File: src/rtl/ir_pw_pkg.sv
package ir_pw_pkg;

  typedef enum logic [1:0] {
    EDGE_OFF  = 2'b00,
    EDGE_FALL = 2'b01,
    EDGE_RISE = 2'b10,
    EDGE_BOTH = 2'b11
  } edge_mode_e;

  // divided-clock ticks per increment of the width counter
  localparam int unsigned TICKS_PER_COUNT = 4;

endpackage

File: src/rtl/ir_pw_glitch.sv
module ir_pw_glitch #(
  parameter int unsigned FW = 16
) (
  input  logic          clk,
  input  logic          rst_n,
  input  logic          raw_i,
  input  logic [FW-1:0] min_i,
  output logic          filt_o
);

  logic [FW-1:0] run_q, run_d;
  logic          filt_q, filt_d;
  logic [FW:0]   run_inc;

  assign run_inc = {1'b0, run_q} + 1'b1;

  always_comb begin
    run_d  = '0;
    filt_d = filt_q;
    if (raw_i != filt_q) begin
      if (run_inc >= {1'b0, min_i}) begin
        filt_d = raw_i;
      end else begin
        run_d = run_inc[FW-1:0];
      end
    end
  end

  always_ff @(posedge clk or negedge rst_n) begin
    if (!rst_n) begin
      run_q  <= '0;
      filt_q <= 1'b0;
    end else begin
      run_q  <= run_d;
      filt_q <= filt_d;
    end
  end

  assign filt_o = filt_q;

  // with the filter off, the output follows the input one clock later
  a_r10_passthru: assert property (@(posedge clk) disable iff (!rst_n)
    (min_i == '0) |=> (filt_o == $past(raw_i)));

endmodule

File: src/rtl/ir_pw_timer.sv
module ir_pw_timer
  import ir_pw_pkg::*;
#(
  parameter int unsigned CW = 16
) (
  input  logic          clk,
  input  logic          rst_n,
  input  logic          lvl_i,
  input  logic          tick_i,
  input  edge_mode_e    mode_i,
  input  logic          run_en_i,
  input  logic          ovf_quiet_i,
  output logic          push_o,
  output logic [CW:0]   push_word_o,
  output logic          busy_o,
  output logic          timeout_o
);

  localparam int unsigned PW = (TICKS_PER_COUNT > 1) ? $clog2(TICKS_PER_COUNT) : 1;
  localparam logic [PW-1:0] PRE_LAST = PW'(TICKS_PER_COUNT - 1);

  logic          prev_q, busy_q, busy_d, lvl_q, lvl_d, to_q, to_d;
  logic [PW-1:0] pre_q, pre_d;
  logic [CW-1:0] cnt_q, cnt_d;
  logic          rise, fall, hit_raw, hit, carry;

  assign rise = lvl_i & ~prev_q;
  assign fall = ~lvl_i & prev_q;

  always_comb begin
    unique case (mode_i)
      EDGE_FALL: hit_raw = fall;
      EDGE_RISE: hit_raw = rise;
      EDGE_BOTH: hit_raw = rise | fall;
      default:   hit_raw = 1'b0;
    endcase
  end

  assign hit   = hit_raw & run_en_i;
  assign carry = busy_q & tick_i & (pre_q == PRE_LAST);

  always_comb begin
    busy_d      = busy_q;
    lvl_d       = lvl_q;
    to_d        = to_q;
    pre_d       = pre_q;
    cnt_d       = cnt_q;
    push_o      = 1'b0;
    push_word_o = {lvl_q, cnt_q};
    if (!run_en_i) begin
      busy_d = 1'b0;
      to_d   = 1'b0;
      pre_d  = '0;
      cnt_d  = '0;
    end else if (hit) begin
      push_o = busy_q;
      busy_d = 1'b1;
      lvl_d  = lvl_i;
      pre_d  = '0;
      cnt_d  = '0;
    end else if (busy_q && tick_i) begin
      pre_d = carry ? '0 : pre_q + 1'b1;
      if (carry) begin
        if (cnt_q == '1) begin
          busy_d      = 1'b0;
          to_d        = 1'b1;
          push_o      = ~ovf_quiet_i;
          push_word_o = '1;
          cnt_d       = '0;
        end else begin
          cnt_d = cnt_q + 1'b1;
        end
      end
    end
  end

  always_ff @(posedge clk or negedge rst_n) begin
    if (!rst_n) begin
      prev_q <= 1'b0;
      busy_q <= 1'b0;
      lvl_q  <= 1'b0;
      to_q   <= 1'b0;
      pre_q  <= '0;
      cnt_q  <= '0;
    end else begin
      prev_q <= lvl_i;
      busy_q <= busy_d;
      lvl_q  <= lvl_d;
      to_q   <= to_d;
      pre_q  <= pre_d;
      cnt_q  <= cnt_d;
    end
  end

  assign busy_o    = busy_q;
  assign timeout_o = to_q;

  // a timeout can only follow an active measurement
  a_r4_timeout_after_busy: assert property (@(posedge clk) disable iff (!rst_n)
    $rose(to_q) |-> $past(busy_q));
  // a disabled receiver is idle and its timeout is clear
  a_r3_idle_when_off: assert property (@(posedge clk) disable iff (!rst_n)
    !run_en_i |=> (!busy_q && !to_q));
  // without a tick the count does not move while timing continues
  a_r12_hold_no_tick: assert property (@(posedge clk) disable iff (!rst_n)
    (busy_q && !tick_i && !hit && run_en_i) |=> (cnt_q == $past(cnt_q)));

endmodule

File: src/rtl/ir_pw_fifo.sv
module ir_pw_fifo #(
  parameter int unsigned WW    = 17,
  parameter int unsigned DEPTH = 8
) (
  input  logic          clk,
  input  logic          rst_n,
  input  logic          en_i,
  input  logic          push_i,
  input  logic [WW-1:0] data_i,
  input  logic          pop_i,
  input  logic          wm_any_i,
  output logic [WW-1:0] head_o,
  output logic          nonempty_o,
  output logic          svc_o,
  output logic          ovr_o
);

  localparam int unsigned AW   = (DEPTH > 1) ? $clog2(DEPTH) : 1;
  localparam int unsigned LW   = $clog2(DEPTH + 1);
  localparam logic [LW-1:0] HALF = LW'(DEPTH / 2);
  localparam logic [LW-1:0] FULL = LW'(DEPTH);
  localparam logic [AW-1:0] LAST = AW'(DEPTH - 1);

  logic [WW-1:0] mem [DEPTH];
  logic [AW-1:0] wr_q, wr_d, rd_q, rd_d;
  logic [LW-1:0] lvl_q, lvl_d;
  logic          ovr_q, ovr_d;
  logic          full, empty, do_push, do_pop;

  assign full    = (lvl_q == FULL);
  assign empty   = (lvl_q == '0);
  assign do_push = en_i & push_i & ~full;
  assign do_pop  = en_i & pop_i & ~empty;

  always_comb begin
    wr_d  = wr_q;
    rd_d  = rd_q;
    lvl_d = lvl_q;
    ovr_d = ovr_q;
    if (!en_i) begin
      wr_d  = '0;
      rd_d  = '0;
      lvl_d = '0;
      ovr_d = 1'b0;
    end else begin
      if (do_push) wr_d = (wr_q == LAST) ? '0 : wr_q + 1'b1;
      if (do_pop)  rd_d = (rd_q == LAST) ? '0 : rd_q + 1'b1;
      if (do_push && !do_pop) lvl_d = lvl_q + 1'b1;
      if (do_pop && !do_push) lvl_d = lvl_q - 1'b1;
      if (push_i && full) ovr_d = 1'b1;
    end
  end

  always_ff @(posedge clk or negedge rst_n) begin
    if (!rst_n) begin
      wr_q  <= '0;
      rd_q  <= '0;
      lvl_q <= '0;
      ovr_q <= 1'b0;
    end else begin
      wr_q  <= wr_d;
      rd_q  <= rd_d;
      lvl_q <= lvl_d;
      ovr_q <= ovr_d;
    end
  end

  for (genvar g = 0; g < DEPTH; g++) begin : g_slot
    always_ff @(posedge clk) begin
      if (do_push && (wr_q == AW'(g))) mem[g] <= data_i;
    end
  end

  assign head_o     = mem[rd_q];
  assign nonempty_o = ~empty;
  assign svc_o      = wm_any_i ? ~empty : (lvl_q >= HALF);
  assign ovr_o      = ovr_q;

  // a store into a full FIFO flags overrun and keeps the level
  a_r6_overrun_on_full: assert property (@(posedge clk) disable iff (!rst_n)
    (en_i && push_i && full && !pop_i) |=> (ovr_q && lvl_q == FULL));
  // the level never exceeds the depth
  a_r6_level_bound: assert property (@(posedge clk) disable iff (!rst_n)
    lvl_q <= FULL);
  // disabling the FIFO empties it and clears overrun
  a_r7_flush: assert property (@(posedge clk) disable iff (!rst_n)
    !en_i |=> (lvl_q == '0 && !ovr_q));

endmodule

File: src/rtl/ir_pw_rx.sv
module ir_pw_rx
  import ir_pw_pkg::*;
#(
  parameter int unsigned CW    = 16,
  parameter int unsigned FW    = 16,
  parameter int unsigned DEPTH = 8
) (
  input  logic          clk,
  input  logic          rst_n,
  input  logic          env_i,
  input  logic          tick_i,
  input  logic [1:0]    edge_sel_i,
  input  logic [FW-1:0] flt_min_i,
  input  logic          rx_en_i,
  input  logic          fifo_en_i,
  input  logic          ovf_quiet_i,
  input  logic          wm_any_i,
  input  logic          ie_timeout_i,
  input  logic          ie_overrun_i,
  input  logic          ie_service_i,
  input  logic          rd_en_i,
  output logic [CW+1:0] rd_word_o,
  output logic          busy_o,
  output logic          svc_req_o,
  output logic          timeout_o,
  output logic          overrun_o,
  output logic          irq_o
);

  localparam int unsigned WW = CW + 1;

  logic          filt;
  edge_mode_e    mode;
  logic          push;
  logic [WW-1:0] push_word, head;
  logic          nonempty;

  assign mode = edge_mode_e'(edge_sel_i);

  ir_pw_glitch #(.FW(FW)) u_glitch (
    .clk    (clk),
    .rst_n  (rst_n),
    .raw_i  (env_i),
    .min_i  (flt_min_i),
    .filt_o (filt)
  );

  ir_pw_timer #(.CW(CW)) u_timer (
    .clk         (clk),
    .rst_n       (rst_n),
    .lvl_i       (filt),
    .tick_i      (tick_i),
    .mode_i      (mode),
    .run_en_i    (rx_en_i),
    .ovf_quiet_i (ovf_quiet_i),
    .push_o      (push),
    .push_word_o (push_word),
    .busy_o      (busy_o),
    .timeout_o   (timeout_o)
  );

  ir_pw_fifo #(.WW(WW), .DEPTH(DEPTH)) u_fifo (
    .clk        (clk),
    .rst_n      (rst_n),
    .en_i       (fifo_en_i),
    .push_i     (push),
    .data_i     (push_word),
    .pop_i      (rd_en_i),
    .wm_any_i   (wm_any_i),
    .head_o     (head),
    .nonempty_o (nonempty),
    .svc_o      (svc_req_o),
    .ovr_o      (overrun_o)
  );

  assign rd_word_o = {nonempty, nonempty ? head : {WW{1'b0}}};
  assign irq_o     = (timeout_o & ie_timeout_i) | (overrun_o & ie_overrun_i) |
                     (svc_req_o & ie_service_i);

  // no service request while the read port shows no valid word
  a_r9_no_service_empty: assert property (@(posedge clk) disable iff (!rst_n)
    !rd_word_o[CW+1] |-> !svc_req_o);
  // an interrupt needs at least one enable
  a_r11_irq_needs_enable: assert property (@(posedge clk) disable iff (!rst_n)
    irq_o |-> (ie_timeout_i || ie_overrun_i || ie_service_i));
  // an empty read port carries an all-zero word
  a_r8_empty_zero: assert property (@(posedge clk) disable iff (!rst_n)
    !rd_word_o[CW+1] |-> (rd_word_o == '0));

endmodule

File: config.mk
export PLATFORM = sky130hd
export DESIGN_NAME = ir_pw_rx
export DESIGN_NICKNAME = d
export VERILOG_FILES = /design/src/rtl/ir_pw_pkg.sv /design/src/rtl/ir_pw_glitch.sv /design/src/rtl/ir_pw_timer.sv /design/src/rtl/ir_pw_fifo.sv /design/src/rtl/ir_pw_rx.sv
export SDC_FILE = /design/constraint.sdc
export NUM_CORES = 1
export LEC_CHECK = 0
export BUFFER_PORTS_ARGS = -buffer_cell sky130_fd_sc_hd__buf_2
export CORE_MARGIN = 2
export CORE_UTILIZATION = 30
export DETAILED_ROUTE_END_ITERATION = 6
export GPL_ROUTABILITY_DRIVEN = 0
export SYNTH_ARGS = -nofsm -noshare
export SYNTH_HDL_FRONTEND = slang
export SYNTH_SLANG_ARGS = --single-unit
File: constraint.sdc
create_clock -name clk -period 2.6 [get_ports clk]
set_input_delay 0.52 -clock clk [delete_from_list [all_inputs] [get_ports clk]]
set_output_delay 0.52 -clock clk [all_outputs]
set_load 0.1 [all_outputs]
* Word-level counts from Yosys, hierarchy flattened
Memory sizes are Yosys's and may differ from the RTL's. Cells that the tools add are included.
Cells by class: $add $sub $neg 7, order comparisons 2, eq/ne operators 26, muxes and demuxes 82, bitwise logic cells 20, reductions and logical operators 28
Operators with widths (count):
- $mux 17 | 13
- $reduce_or 17->1 | 7
- $mux 16 | 7
- $mux 1 | 41
- $mux 3 | 13
- $add 16x1->17 const B | 1
- $ge 17x16->1 | 1
- $add 16x1->16 const B | 1
- $eq 16x16->1 const B | 1
- $eq 3x3->1 const B | 5
- $and 1x1->1 | 12
- $logic_and 1x1->1 | 12
- $mux 4 | 3
- $ne 2x1->1 const B | 6
- $ne 3x1->1 const B | 4
- $mux 2 | 4
- $add 3x1->3 const B | 2
- $eq 2x2->1 const B | 3
- $eq 3x2->1 const B | 2
- $reduce_and 2->1 | 3
- $not 1->1 | 5
- $add 4x1->4 const B | 1
- $eq 4x4->1 const B | 1
- $ge 4x3->1 const B | 1
- other kinds (13) | 16
Word-level totals: bits in registers 50, memory bits (writable) 136, input port bits 30, output and inout port bits 23, logic and storage cells 178, memories 1
Memory list:
- u_fifo.mem | words 8, width 17, read ports 1, clocked after memory_dff 0, write ports 1, RTL line ir_pw_fifo.sv:24 | logic [WW-1:0] mem [DEPTH];

* Depth between registers and ports, before layout
Gate-level depths: netlist of run 1.
depth in word-level cells 20, gate-level depth with buffers 14, mapped depth without buffers 13

* By module
From an unflattened synthesis of run 1, not the netlist that was laid out.
Second synthesis, totals: cells, all modules 596, area total of the unflattened synthesis 8782.2 µm²
By module, submodules not included:
- ir_pw_fifo | instances 1, cells an instance 292, area each 6003.3 µm², seq. area each 4359.2 µm²
- ir_pw_timer | instances 1, cells an instance 144, area each 1316.3 µm², seq. area each 550.5 µm²
- ir_pw_glitch | instances 1, cells an instance 139, area each 1307.5 µm², seq. area each 425.4 µm²
- ir_pw_rx | instances 1, cells an instance 21, area each 155.1 µm², seq. area each 0.0 µm²

* Worst setup path after synthesis of run 1
Ideal clock, no wire load.
kind reg2reg, from register u_timer.busy_q (netlist: u_timer.busy_o), to register u_fifo.lvl_q[2], setup time 0.129 ns, arrival 3.139 ns, data required time 2.471 ns, slack -0.669 ns, stages on the path, launching flop included 12, path buffers 1, clock period less this slack 3.269 ns, cells stage by stage dfrtp_1 and3_4 and2_4 nand3_4 o31ai_4 buf_6 nor2_1 xor2_1 ha_1 xor2_1 and3_1 o41a_1
Between the ends: cells in the longest elaborated chain, start to end 12, elaborated cells between the ends (all ways) 15, classes of those cells 1 x eq/ne; 6 x mux; 4 x bitwise; 4 x reduce/logical
Ends and longest elaborated chain:
- from (decl) | RTL line ir_pw_timer.sv:22 | logic prev_q, busy_q, busy_d, lvl_q, lvl_d, to_q, to_d;
- from (signal assigned) | RTL line ir_pw_timer.sv:87 | busy_q <= busy_d;
- $and 1x1->1 (2 in a row) | RTL line ir_pw_timer.sv:40 | assign carry = busy_q & tick_i & (pre_q == PRE_LAST);
- $mux 1 | RTL line ir_pw_timer.sv:63 | if (carry) begin
- $mux 1 | RTL line ir_pw_timer.sv:61 | end else if (busy_q && tick_i) begin
- $mux 1 * | RTL line ir_pw_timer.sv:55 | end else if (hit) begin
- $mux 1 * | RTL line ir_pw_timer.sv:50 | if (!run_en_i) begin
- $and 1x1->1 * (2 in a row) | RTL line ir_pw_fifo.sv:32 | assign do_push = en_i & push_i & ~full;
- $logic_not 1->1 | RTL line ir_pw_fifo.sv:49 | if (do_pop && !do_push) lvl_d = lvl_q - 1'b1;
- $logic_and 1x1->1 | RTL line ir_pw_fifo.sv:49
- $mux 4 | RTL line ir_pw_fifo.sv:49
- $mux 4 | RTL line ir_pw_fifo.sv:40 | if (!en_i) begin
- to (signal assigned) | RTL line ir_pw_fifo.sv:63 | lvl_q <= lvl_d;
- to (decl) | RTL line ir_pw_fifo.sv:26 | logic [LW-1:0] lvl_q, lvl_d;
Mark *: on every way between the ends. The rest lies on a longest branch, timed or not. A chain may end at the register's enable or synchronous reset.

* Worst setup path in the final report of run 1
from register u_glitch.run_q[3], to register u_glitch.run_q[7]
Between the ends: cells in the longest elaborated chain, start to end 4
Ends and longest elaborated chain:
- from (decl) | RTL line ir_pw_glitch.sv:11 | logic [FW-1:0] run_q, run_d;
- from (signal assigned) | RTL line ir_pw_glitch.sv:34 | run_q <= run_d;
- $add 16x1->17 * | RTL line ir_pw_glitch.sv:15 | assign run_inc = {1'b0, run_q} + 1'b1;
- $ge 17x16->1 | RTL line ir_pw_glitch.sv:21 | if (run_inc >= {1'b0, min_i}) begin
- $mux 16 * | RTL line ir_pw_glitch.sv:21
- $mux 16 * | RTL line ir_pw_glitch.sv:20 | if (raw_i != filt_q) begin
- net u_glitch.run_d[7] | RTL line ir_pw_glitch.sv:11
The timed path passes the listed nets; every way through them passes the cells marked *.

==> results.md, run 1 <==
Status:
- The flow ran to the end, but the final reports show violations.
- The checks that failed: negative setup slack.

Power and ir drop:
- Of the total power, the clock network draws 0.431.
- The maximum vdd ir drop is 422 uV.
- The net switching fraction of the power is 0.228.
- The internal power of the cells totals 4.52 mW.
- Of the total power, registers draw 0.541.
- The analysis attributes to cell leakage a power of 4.21 nW.
- The switching power of the nets is 1.33 mW.
- The combinational share of power is 0.028.
- The power density of the placed cells is 518 mW/mm2.

Timing:
- For the finished layout, the period the worst path requires is 2.69 ns.
- Setup repair after global routing could not meet its margin everywhere.
- The minimum setup slack in the final design is -0.0912 ns.
- The total count of hold-check failures in the final report came to 0.
- Timing would allow up to 372 MHz.
- In the finished design, the share of the clock period the worst path needs comes to 1.04.
- The worst pin sits at a relative slew slack of 0.491.
- The slew at the pin closest to its max-slew limit is 0.761 ns.
- The tightest hold path in the finished design has a slack of 0.407 ns.
- The clock arrives with 0.0185 ns of skew.
- The max-slew violation total from the final report is 0.
- Adding up every negative setup slack in the final design gives -1.57 ns.
- Setup violations remaining at the end of the flow were counted as 26.

Synth:
- The fraction of registers with async set/reset is 0.269.
- The cell area after synthesis is 0.00862 mm2.
- The number of enable-type register cells in the synthesized netlist is 136.
- Counting every net in the synthesized netlist gives 671.
- The most frequently used flop master after synthesis is sky130_fd_sc_hd__edfxtp_1.
- The warning count from the yosys run is 0.
- Yosys mapped the design onto 64 distinct sky130hd cell types.
- The average footprint of a synthesized cell is 14.1 um2.
- The number of storage elements in the synthesis netlist is 186.
- Synthesis produced a netlist whose cell count is 610.
- Of the synthesized area, sequential elements account for 0.619.

CTS:
- In this run, CTS created clock tree buffers numbering 17.
- The number of levels in the clock H-tree is 4.
- The total number of clock tree sinks is 186.
- The number of buffers between clock root and the deepest sink is 2.
- The later pin in the worst-skew pair is clocked with a latency of 0.44 ns.
- The CTS tree is done.
- The cell at the root of the clock tree is sky130_fd_sc_hd__clkbuf_16.
- The clock-pin slew on the worst setup and hold paths is 0.08 ns.

Placement:
- The HPWL after detailed placement is 11900 um.
- The placed instances occupy a cell area of 0.0103 mm2.
- The total of buffers placed on input and output ports is 52.

Critical path:
- The endpoint of the most critical register-to-register path is u_glitch.run_q[7]$_DFF_PN0_.
- The critical path launch point type is a flop.
- Traced cell by cell, the critical path runs through and4_4 > and3_4 > nand4_1 > xnor2_2 > ha_1 > o21ai_1 > a21oi_2 > o311ai_2 > a31o_2 > a21boi_4 > buf_12 > nor3b_1.
- Counting cells, the worst reg-to-reg path comes to 12.
- The most critical setup path has its endpoint at u_glitch.run_q[7]$_DFF_PN0_.
- The required time of the worst setup path is 2.93 ns.
- For this design, the slowest cell found on the critical path is sky130_fd_sc_hd__dfrtp_1.
- The number of cells on the critical path is 12.
- The worst setup path startpoint is u_glitch.run_q[3]$_DFF_PN0_.
- The maximum single-stage delay on the critical path is 0.35 ns.
- The worst register-to-register path begins at u_glitch.run_q[3]$_DFF_PN0_.
- The biggest fanout along the worst timing path is 16.
- Counting both buffers and inverters, the worst setup path holds a total of 1.
- STA puts the critical path data arrival time at 3.02 ns.
- The critical path capture point type is a flop.
- Among cell families on the critical path, the largest total delay comes from compound AO/OA/AOI/OAI gates.
- The setup path with the least slack is of type flop to flop.
- The setup check on the worst reg-to-reg path leaves a slack of -0.09 ns.

Die:
- The number of placement rows is 62.
- The area of the core is 0.0285 mm2.
- The die covers 0.0301 mm2.
- The effective utilization at floorplan is 0.303.
- Measured along the y axis, the die boundary spans 174 um.
- The boundary pin count is 53.
- The die width is 174 um.

Routing:
- The detailed-routing iteration count for the pre-antenna-repair pass is 4.
- The aggregate routed wire length is 18500 um.
- The detailed router placed 5239 vias in this run.
- The mean number of vias per cell is 4.67.
- The DRC violations left is 0.
- The number of DRC markers after the initial detailed-route iteration is 341.
- After detailed routing, the average wire length per cell comes to 16.5 um.
- The detail route stage leaves a number of antenna-violating nets equal to 0.

GRT:
- The first-pass GRT wire length is 29400 um.
- The largest net degree at the start of global routing is 37.
- The total global routing overflow is 0.
- The overall track demand over capacity in global routing is 0.127.
- The number of antenna violations at the first check in global routing is 3.
- The number of global-route vias before repair came to 5451.

Run:
- The total of max-cap violations is 0.

Cells and area:
- After routing the design area is 0.0113 mm2.
- The final layout net count is 784.
- Relative to the synthesized area, the layout overhead comes to 31.2%.
- The proportion of layout cells with a drive suffix above 1 is 0.389.
- The most common cell after layout, fill and taps aside is sky130_fd_sc_hd__edfxtp_1.
- The final-layout fill cell count is 2642.
- The library cells used most frequently in the layout, excluding fill and tap cells, are sky130_fd_sc_hd__edfxtp_1, sky130_fd_sc_hd__buf_4, sky130_fd_sc_hd__dfrtp_1.

Min path:
- The worst hold path class is input port to flop.
[sequential cells by signal, indices dropped and copies added, names as in the netlist]
register	cells
u_timer.pre_q	2
u_fifo.wr_q	3
u_fifo.ovr_o	1
u_timer.busy_o	1
u_timer.lvl_q	1
u_timer.cnt_q	16
u_fifo.mem	136
u_timer.timeout_o	1
u_glitch.run_q	16
u_timer.prev_q	1
u_fifo.lvl_q	4
u_glitch.filt_o	1
u_fifo.rd_q	3
[synthesized netlist by cell type, types with 4 or more instances]
| cell | n | area, um2 |
|---|---|---|
| sky130_fd_sc_hd__or3_1 | 9 | 56.3 |
| sky130_fd_sc_hd__nor3b_1 | 16 | 120 |
| sky130_fd_sc_hd__inv_1 | 32 | 120 |
| sky130_fd_sc_hd__nand3_1 | 21 | 105 |
| sky130_fd_sc_hd__edfxtp_1 | 136 | 4080 |
| sky130_fd_sc_hd__or2_2 | 6 | 37.5 |
| sky130_fd_sc_hd__mux4_2 | 34 | 766 |
| sky130_fd_sc_hd__nand2_1 | 39 | 146 |
| sky130_fd_sc_hd__o31ai_1 | 4 | 30.0 |
| sky130_fd_sc_hd__o21ai_0 | 19 | 95.1 |
| sky130_fd_sc_hd__xnor2_1 | 11 | 96.3 |
| sky130_fd_sc_hd__nor3_1 | 7 | 35.0 |
| sky130_fd_sc_hd__nor2b_1 | 7 | 43.8 |
| sky130_fd_sc_hd__buf_2 | 7 | 35.0 |
| sky130_fd_sc_hd__xor2_1 | 14 | 123 |
| sky130_fd_sc_hd__a21oi_1 | 14 | 70.1 |
| sky130_fd_sc_hd__and3_1 | 14 | 87.6 |
| sky130_fd_sc_hd__nor2_1 | 35 | 131 |
| sky130_fd_sc_hd__dfrtp_1 | 50 | 1250 |
| sky130_fd_sc_hd__ha_1 | 31 | 388 |
| sky130_fd_sc_hd__nand4_1 | 6 | 37.5 |
| sky130_fd_sc_hd__clkbuf_1 | 24 | 90.1 |
| sky130_fd_sc_hd__nand2b_1 | 5 | 31.3 |
| sky130_fd_sc_hd__mux2i_1 | 18 | 180 |
[kinds of logic after synthesis]
family	share of synthesized area
AOI/OAI and AO/OA	0.0501
and+or+nand+nor	0.118
buffers and inverters	0.0334
muxes	0.110
adders and majority gates	0.0450
DFF	0.619
xor gates and xnor gates	0.0254
[worst reg2reg max path: stages, from the launching register on]
cell,delay [ns]
sky130_fd_sc_hd__dfrtp_1,0.35
sky130_fd_sc_hd__and4_4,0.24
sky130_fd_sc_hd__and3_4,0.21
sky130_fd_sc_hd__nand4_1,0.15
sky130_fd_sc_hd__xnor2_2,0.18
sky130_fd_sc_hd__ha_1,0.31
sky130_fd_sc_hd__o21ai_1,0.09
sky130_fd_sc_hd__a21oi_2,0.21
sky130_fd_sc_hd__o311ai_2,0.15
sky130_fd_sc_hd__a31o_2,0.30
sky130_fd_sc_hd__a21boi_4,0.16
sky130_fd_sc_hd__buf_12,0.17
sky130_fd_sc_hd__nor3b_1,0.06
[how the worst min path moves through the flow]
stage / from / to / slack (ns) / cells past startpoint
3_3_place_gp: rst_n / u_timer.cnt_q[14]$_DFFE_PN0P_ / 0.45 / 1
3_5_place_dp: rst_n / u_timer.cnt_q[14]$_DFFE_PN0P_ / 0.46 / 1
4_1_cts: rx_en_i / u_timer.busy_o$_DFFE_PN0P_ / 0.39 / 2
2_1_floorplan: rst_n / u_fifo.lvl_q[0]$_DFFE_PN0P_ / 0.22 / 0
6_report: rx_en_i / u_timer.busy_o$_DFFE_PN0P_ / 0.41 / 2
5_1_grt: rx_en_i / u_timer.busy_o$_DFFE_PN0P_ / 0.40 / 2
[area by class of cell]
class / instances / area [um2] / area share
sequential: 186 / 5340 / 0.472
antenna: 1 / 2.50 / 0.000221
clock inverter: 14 / 151 / 0.0134
inverter: 33 / 124 / 0.0109
timing repair buffer: 130 / 1370 / 0.121
clock buffer: 18 / 429 / 0.0379
multi-input combinational: 355 / 3410 / 0.302
tap: 384 / 480 / 0.0425
[through the flow]
step / instances / util / setup WS [ns] / power (mW)
after detailed placement: 1077 / 0.360 / -0.191 / 3.40
after global routing: 1121 / 0.397 / -0.199 / 6.08
after global placement: 1077 / 0.360 / -0.114 / 3.39
after CTS: 1112 / 0.388 / -0.0434 / 5.91
final: 1121 / 0.397 / -0.0912 / 5.86
after floorplan: 610 / - / -0.225 / 3.31
[power by group through the flow]
stage | Combinational, mW | Sequential, mW | Clock, mW
after global placement | 0.159 | 3.23 | 0
after CTS | 0.165 | 3.17 | 2.58
after global routing | 0.188 | 3.17 | 2.72
final | 0.164 | 3.17 | 2.52
after detailed placement | 0.161 | 3.24 | 0
after floorplan | 0.0704 | 3.24 | 0
[timing repair]
action / in CTS / in global routing
hold buffers: 1 / 0
gates cloned: 0 / 3
resized for setup: 43 / 24
setup buffers: 2 / 5
hold endpoints to repair: 2 / 0
endpoints found under the setup margin: 37 / 38
pin swaps: 25 / 18
[routing by layer]
metal / part of all wire / track usage / vias up
met3: 0.049 / 0.0336 / 21
met4: 0.011 / 0.0346 / 4
li1: - / - / 2514
met5: 0.0014 / 0 / -
met1: 0.44 / 0.164 / 2601
met2: 0.50 / 0.212 / 99
No activity file was read; power rests on OpenSTA's default activity.
==> run 2: changes to the inputs <==
- BUFFER_PORTS_ARGS: -buffer_cell sky130_fd_sc_hd__buf_2 -> -buffer_cell sky130_fd_sc_hd__clkbuf_2
==> results.md, run 2 (synthesized netlist as in run 1, its figures left out) <==
Placement:
- The count of placed standard cells including taps is 1078.
- Port buffering added 52 buffers.
- The placed wire-length estimate is 12100 um.
- The pre-CTS worst setup slack is -0.182 ns.

Critical path:
- The setup path with the least slack is of type flop to flop.
- The biggest fanout along the worst timing path is 16.
- The critical path capture point type is a flop.
- At the worst endpoint, the arrival time is 2.99 ns.
- For the worst setup path, the data required time is 2.93 ns.
- STA classifies the critical path startpoint as a flop.

Status:
- The run finished, with violations left.
- The checks that failed: negative setup slack.

Routing:
- The average wire length per cell after detail routing is 17.0 um.
- For this block, the initial DRC count from the detailed router was 447.
- Summing over every cut layer, the via total after detailed routing is 5298.
- For this run, design rule violations remaining after detail routing come to 0.
- In the routed layout, each cell is associated on average with a via count of 4.71.
- Wires add up to 19100 um.
- The detailed-routing iteration count for the pre-antenna-repair pass is 4.
- The count of nets left with antenna violations after detail routing is 0.

Timing:
- The worst max-slew margin expressed relative to the limit is 0.459.
- Setup violations remaining at the end of the flow were counted as 22.
- The max-slew violation total from the final report is 0.
- Setup repair after global routing could not meet its margin everywhere.
- Subtracting the final worst setup slack from the clock period gives 2.66 ns.
- The fraction of the cycle the final worst path needs is 1.02.
- The setup TNS is -0.962 ns.
- The worst-case clock skew is 0.0127 ns.
- The total count of hold-check failures in the final report is 0.
- The slew at the pin closest to its max-slew limit is 0.809 ns.
- The minimum setup slack in the final design is -0.0636 ns.
- The tightest hold path in the finished design has a slack of 0.0197 ns.
- Timing would allow up to 375 MHz.

CTS:
- TritonCTS built the clock tree.
- Clock tree synthesis found a total of 186 sinks.
- The total CTS buffers is 17.
- The number of buffers inserted for hold repair after clock tree synthesis is 0.
- After clock tree synthesis, the clock-pin slew on the worst setup and hold paths is 0.08 ns.
- The later-pin clock latency in the skew report is 0.44 ns.
- The cell at the root of the clock tree is sky130_fd_sc_hd__clkbuf_16.
- The number of levels in the clock H-tree is 4.
- In this run the deepest clock path goes through 2 buffers.

GRT:
- The first-pass GRT wire length is 29300 um.
- The number of antenna violations at the first check in global routing is 1.
- For this run, the total global-route usage over all layers was measured as 0.127.
- The largest net degree at the start of global routing is 37.
- The number of global-route vias before repair was 5367.
- The total global routing overflow is 0.

Die:
- The area of the die is 0.0301 mm2.
- In this run the core area contains 62 standard-cell rows.
- The die width is 174 um.
- The area of the core is 0.0285 mm2.
- For this configuration, the core starts out at a cell density of 0.303.
- The boundary pin count is 53.
- The die span in y is 174 um.

Min path:
- In this run the worst hold path is classified as input port to async pin.

Cells and area:
- The filler cells instantiated in the layout total 2628.
- The number of antenna diodes in the final layout is 0.
- The post-route non-filler standard cell count is 1125.
- The library cell used most frequently in the layout, excluding fill and tap cells, is sky130_fd_sc_hd__edfxtp_1.
- In the layout the commonest cells are sky130_fd_sc_hd__edfxtp_1, sky130_fd_sc_hd__buf_4, sky130_fd_sc_hd__dfrtp_1.
- The register name with the most flops is u_fifo.mem.
- From synthesis to final layout, the design area changed by 33.5%.
- The proportion of layout cells with a drive suffix above 1 is 0.422.
- The final layout net count is 789.
- In the final layout, the registers with the most flip-flops are u_fifo.mem x136, u_glitch.run_q x16, u_timer.cnt_q x16.
- The register with the most flip-flops in the layout has 136 of them.

Power and ir drop:
- The maximum vdd ir drop is 622 uV.
- After layout, the design draws a total of 5.90 mW.
- In this run the power density over the cells is 513 mW/mm2.
- The standby leakage power is 4.33 nW.

Run:
- The total of max-cap violations is 0.
==> run 2: cell count changes in the layout (fill, tap and decap cells not counted), moves of 3 or more <==
cell / before / now
sky130_fd_sc_hd__xnor2_1: 9 / 5
sky130_fd_sc_hd__clkbuf_2: 0 / 33
sky130_fd_sc_hd__buf_2: 34 / 0
sky130_fd_sc_hd__xnor2_2: 2 / 6
sky130_fd_sc_hd__buf_4: 58 / 61
sky130_fd_sc_hd__o21ai_1: 4 / 1
sky130_fd_sc_hd__nor3b_1: 12 / 2
sky130_fd_sc_hd__nor3b_2: 5 / 15
==> run 2: metrics by stage <==
stage,instance area [um2],util
final,11500,0.405
after global routing,11500,0.405
after CTS,11100,0.389
after detailed placement,10300,0.360
after global placement,10300,0.360
after floorplan,8760,-
==> run 2: area by class of cell <==
cell class / instances / area (um2) / share of cell area
Sequential cell: 186 / 5340 / 0.464
Multi-Input combinational cell: 355 / 3530 / 0.306
Timing Repair Buffer: 135 / 1450 / 0.125
Tap cell: 384 / 480 / 0.0417
Clock buffer: 17 / 425 / 0.0369
Clock inverter: 15 / 170 / 0.0148
Inverter: 33 / 124 / 0.0108
==> run 2: report_power, final <==
part	leakage (nW)	internal [mW]	switching, mW
Clock	0.286	1.30	1.27
Sequential	1.88	3.16	0.00457
Combinational	2.16	0.0699	0.100
==> run 2: repair_timing <==
action,CTS,global route
pin swaps,15,26
gates cloned,0,4
hold endpoints to repair,0,0
gates resized for setup,42,48
buffers inserted,2,9
setup endpoints to repair,37,37
==> run 2: final timing paths <==
kind                                        startpoint                            to  slack [ns]  depth (start not counted)
min in group clk                               rx_en_i    u_timer.busy_o$_DFFE_PN0P_        0.42                          2
hold reg to reg              u_timer.lvl_q$_DFFE_PN0P_     u_timer.lvl_q$_DFFE_PN0P_        0.49                          2
hold / removal                                   rst_n  u_timer.cnt_q[5]$_DFFE_PN0P_        0.02                          1
setup / recovery           u_glitch.run_q[5]$_DFF_PN0_   u_glitch.run_q[7]$_DFF_PN0_       -0.06                         13
setup reg to reg           u_glitch.run_q[5]$_DFF_PN0_   u_glitch.run_q[7]$_DFF_PN0_       -0.06                         13
max in group asynchronous                        rst_n    u_fifo.rd_q[0]$_DFFE_PN0P_        1.90                          2
==> run 2: layer usage <==
metal | global-route usage | up-vias | part of all wire
li1 | - | 2518 | -
met3 | 0.0307 | 18 | 0.052
met4 | 0.0417 | 2 | 0.013
met1 | 0.169 | 2648 | 0.44
met2 | 0.206 | 112 | 0.49
met5 | 0 | - | 0.00058
==> run 2: critical path, cell delays in order (launching register included) <==
cell	delay [ns]
sky130_fd_sc_hd__dfrtp_1	0.37
sky130_fd_sc_hd__and4_4	0.24
sky130_fd_sc_hd__nand4_1	0.15
sky130_fd_sc_hd__nand2b_4	0.21
sky130_fd_sc_hd__nor2_4	0.13
sky130_fd_sc_hd__xor2_2	0.10
sky130_fd_sc_hd__ha_1	0.31
sky130_fd_sc_hd__nand2_2	0.06
sky130_fd_sc_hd__or3_4	0.41
sky130_fd_sc_hd__o22ai_4	0.19
sky130_fd_sc_hd__nor2_2	0.07
sky130_fd_sc_hd__nand2_2	0.08
sky130_fd_sc_hd__buf_12	0.17
sky130_fd_sc_hd__nor3b_2	0.07
==> run 3: changes to the inputs <==
- HOLD_SLACK_MARGIN: default -> 0.08
==> results.md, run 3 (synthesized netlist as in run 1, its figures left out) <==
Status:
- The run finished, with violations left.
- The final reports fail on negative setup slack.

Timing:
- The total count of hold-check failures in the final report is 0.
- Counting I/O delays and the setup requirement, the final critical path takes 2.67 ns.
- In the finished design, the share of the clock period the worst path needs comes to 1.03.
- Static timing analysis puts the maximum clock frequency at 375 MHz.
- The slew at the pin closest to its max-slew limit is 0.813 ns.
- Setup repair after global routing could not meet its margin everywhere.
- Once routing completed, OpenROAD measured the worst setup slack at -0.0664 ns.
- The max-slew violation total from the final report was 0.
- The number of setup violations in the final report is 22.
- Headroom to the max-slew limit came out at 0.456.
- The clock arrives with 0.0126 ns of skew.

GRT:
- The number of antenna violations at the first check in global routing is 1.
- The first global-routing pass estimated 29300 um of wire.
- Entering global routing, the biggest net connects 37 pins.
- The total global routing overflow is 0.
- Across every metal layer, demand over resource in global routing totals 0.127.
- The number of global-route vias before repair came to 5367.

CTS:
- The number of clock buffers added by TritonCTS is 17.
- CTS saw 186 sinks.
- TritonCTS built the clock tree.
- The clock passes through at most 2 buffers.
- The cell at the root of the clock tree is sky130_fd_sc_hd__clkbuf_16.
- The later-pin clock latency in the skew report is 0.44 ns.
- The number of levels in the clock H-tree is 4.
- The clock-pin slew on the worst setup and hold paths is 0.08 ns.

Placement:
- The count of placed standard cells including taps is 1078.
- Input and output buffers added on the ports amount to 52.
- After legalization and detailed placement, the total HPWL measured 12100 um.

Critical path:
- The endpoint of the most critical register-to-register path is u_glitch.run_q[7]$_DFF_PN0_.
- The setup slack of the worst register-to-register path is -0.07 ns.
- The startpoint of the lowest-slack register-to-register path is u_glitch.run_q[5]$_DFF_PN0_.
- The worst reg-to-reg path cell count is 13.
- The critical path start-end classification is flop to flop.
- For the worst setup path, the data required time is 2.93 ns.
- The worst setup path is captured at a flop.
- STA classifies the critical path startpoint as a flop.
- Of all nets on the critical path, the largest fanout is 16.
- At the worst endpoint, the arrival time is 2.99 ns.

Cells and area:
- The proportion of layout cells with a drive suffix above 1 is 0.422.
- Relative to the synthesized area, the layout overhead comes to 33.6%.
- The final layout net count is 790.
- The largest registers in the layout are u_fifo.mem x136, u_glitch.run_q x16, u_timer.cnt_q x16.
- The library cell used most frequently in the layout, excluding fill and tap cells, is sky130_fd_sc_hd__edfxtp_1.
- The post-layout utilization of the core is 0.405.
- The final antenna diode count is 0.
- For this run, the number of standard cells in the final layout without fillers is 1126.
- More flip-flops sit in one register than any other, and that register is u_fifo.mem.
- The final-layout fill cell count is 2628.
- The number of flip-flops in the largest register is 136.
- In the layout the commonest cells are sky130_fd_sc_hd__edfxtp_1, sky130_fd_sc_hd__buf_4, sky130_fd_sc_hd__dfrtp_1.

Routing:
- The number of DRC markers after the initial detailed-route iteration is 383.
- The highest metal layer carrying signal wires in the routed design is met5.
- The count of vias placed by the detailed router is 5294.
- The aggregate routed wire length is 19000 um.
- After detailed routing, the number of vias per cell comes to 4.70.
- Once detail routing completed, the nets flagged for antenna violations numbered 0.
- In the final routed layout, each cell accounts on average for 16.9 um.
- The detailed-routing iteration count for the pre-antenna-repair pass is 4.
- The DRC violations left is 0.
- After detailed routing, the met3 layer carries 849 um of wire.
- The detailed route wirelength on metal2 is 9370 um.
- The post-route met1 wirelength is 8540 um.

Power and ir drop:
- The maximum vdd ir drop is 624 uV.
- The combinational share of power is 0.029.
- The clock network fraction of design power is 0.434.
- Summed over all nets, the switching power comes to 1.37 mW.
- The sequential group share of total power is 0.537.
- For this design the static power due to leakage is 4.33 nW.
- For this design the ratio of total power to cell area is 512 mW/mm2.
- Cell internal power was estimated by the tool at 4.53 mW.
- The net switching fraction of the power is 0.232.

Die:
- For this configuration, the core starts out at a cell density of 0.303.
- During I/O placement, the number of pins put on the boundary was 53.
- The floorplan step set the die height to 174 um.
- The floorplan has 62 rows.
- The die width is 174 um.
- The area of the core is 0.0285 mm2.
- The area of the die is 0.0301 mm2.

Min path:
- The cell count of the worst hold path is 2.
- The worst hold path belongs to the class input port to flop.
- The path with the worst hold slack has its endpoint at u_timer.busy_o$_DFFE_PN0P_.
- The hold path startpoint is rx_en_i.

Run:
- Max-cap violations in this run came to 0.
## run 3: cell type report
type | instances | area (um2) | area share
clock buffer | 17 | 425 | 0.0369
clock inverter | 15 | 170 | 0.0148
inverter | 33 | 124 | 0.0107
multi-input combinational | 355 | 3530 | 0.306
sequential | 186 | 5340 | 0.463
tap | 384 | 480 | 0.0417
timing repair buffer | 136 | 1460 | 0.126
## run 3: timing repair
| item | 4_1_cts | 5_1_grt |
|---|---|---|
| cloned | 0 | 4 |
| pin swaps | 15 | 26 |
| endpoints found under the setup margin | 37 | 37 |
| gates resized for setup | 42 | 48 |
| buffers inserted | 2 | 9 |
| hold buffers | 1 | 0 |
| endpoints found under the hold margin | 12 | 0 |
## run 3: worst max path at each step
stage	slack, ns	from	cells after the start	end
global placement	-0.12	u_glitch.run_q[3]$_DFF_PN0_	12	u_glitch.run_q[1]$_DFF_PN0_
floorplan	-0.23	u_timer.busy_o$_DFFE_PN0P_	11	u_fifo.lvl_q[2]$_DFFE_PN0P_
CTS	-0.05	u_fifo.lvl_q[1]$_DFFE_PN0P_	5	irq_o
finish	-0.07	u_glitch.run_q[5]$_DFF_PN0_	13	u_glitch.run_q[7]$_DFF_PN0_
global route	-0.20	u_glitch.run_q[5]$_DFF_PN0_	13	u_glitch.run_q[7]$_DFF_PN0_
detailed placement	-0.18	u_glitch.run_q[3]$_DFF_PN0_	11	u_glitch.run_q[1]$_DFF_PN0_
## run 3: metrics by stage
step	instance area, um2	total power, mW	setup slack (ns)	hold slack [ns]	setup TNS, ns
2_1_floorplan	8760	3.31	-0.225	0.224	-0.305
3_3_place_gp	10300	3.39	-0.119	0.471	-1.95
3_5_place_dp	10300	3.40	-0.182	0.478	-2.87
4_1_cts	11100	5.97	-0.0484	0.398	-0.404
5_1_grt	11500	6.11	-0.204	0.417	-4.53
6_report	11500	5.91	-0.0664	0.423	-0.986
## run 3: layer usage
layer  vias to the layer above  global-route usage
li1                       2518                   -
met1                      2650               0.169
met2                       105               0.206
met3                        19              0.0307
met4                         2              0.0417
met5                         -                   0
## run 3: power groups by stage
stage	Clock (mW)	Combinational, mW	Sequential (mW)
finish	2.56	0.172	3.17
global route	2.75	0.195	3.17
CTS	2.63	0.166	3.17
detailed placement	0	0.161	3.23
global placement	0	0.160	3.23
floorplan	0	0.0704	3.24
## run 3: worst max-delay path, cell delays in order (launching register included)
cell                       delay (ns)
sky130_fd_sc_hd__dfrtp_1         0.37
sky130_fd_sc_hd__and4_4          0.24
sky130_fd_sc_hd__nand4_1         0.15
sky130_fd_sc_hd__nand2b_4        0.21
sky130_fd_sc_hd__nor2_4          0.13
sky130_fd_sc_hd__xor2_2          0.10
sky130_fd_sc_hd__ha_1            0.31
sky130_fd_sc_hd__nand2_2         0.06
sky130_fd_sc_hd__or3_4           0.40
sky130_fd_sc_hd__o22ai_4         0.19
sky130_fd_sc_hd__nor2_2          0.07
sky130_fd_sc_hd__nand2_2         0.08
sky130_fd_sc_hd__buf_12          0.17
sky130_fd_sc_hd__nor3b_2         0.07
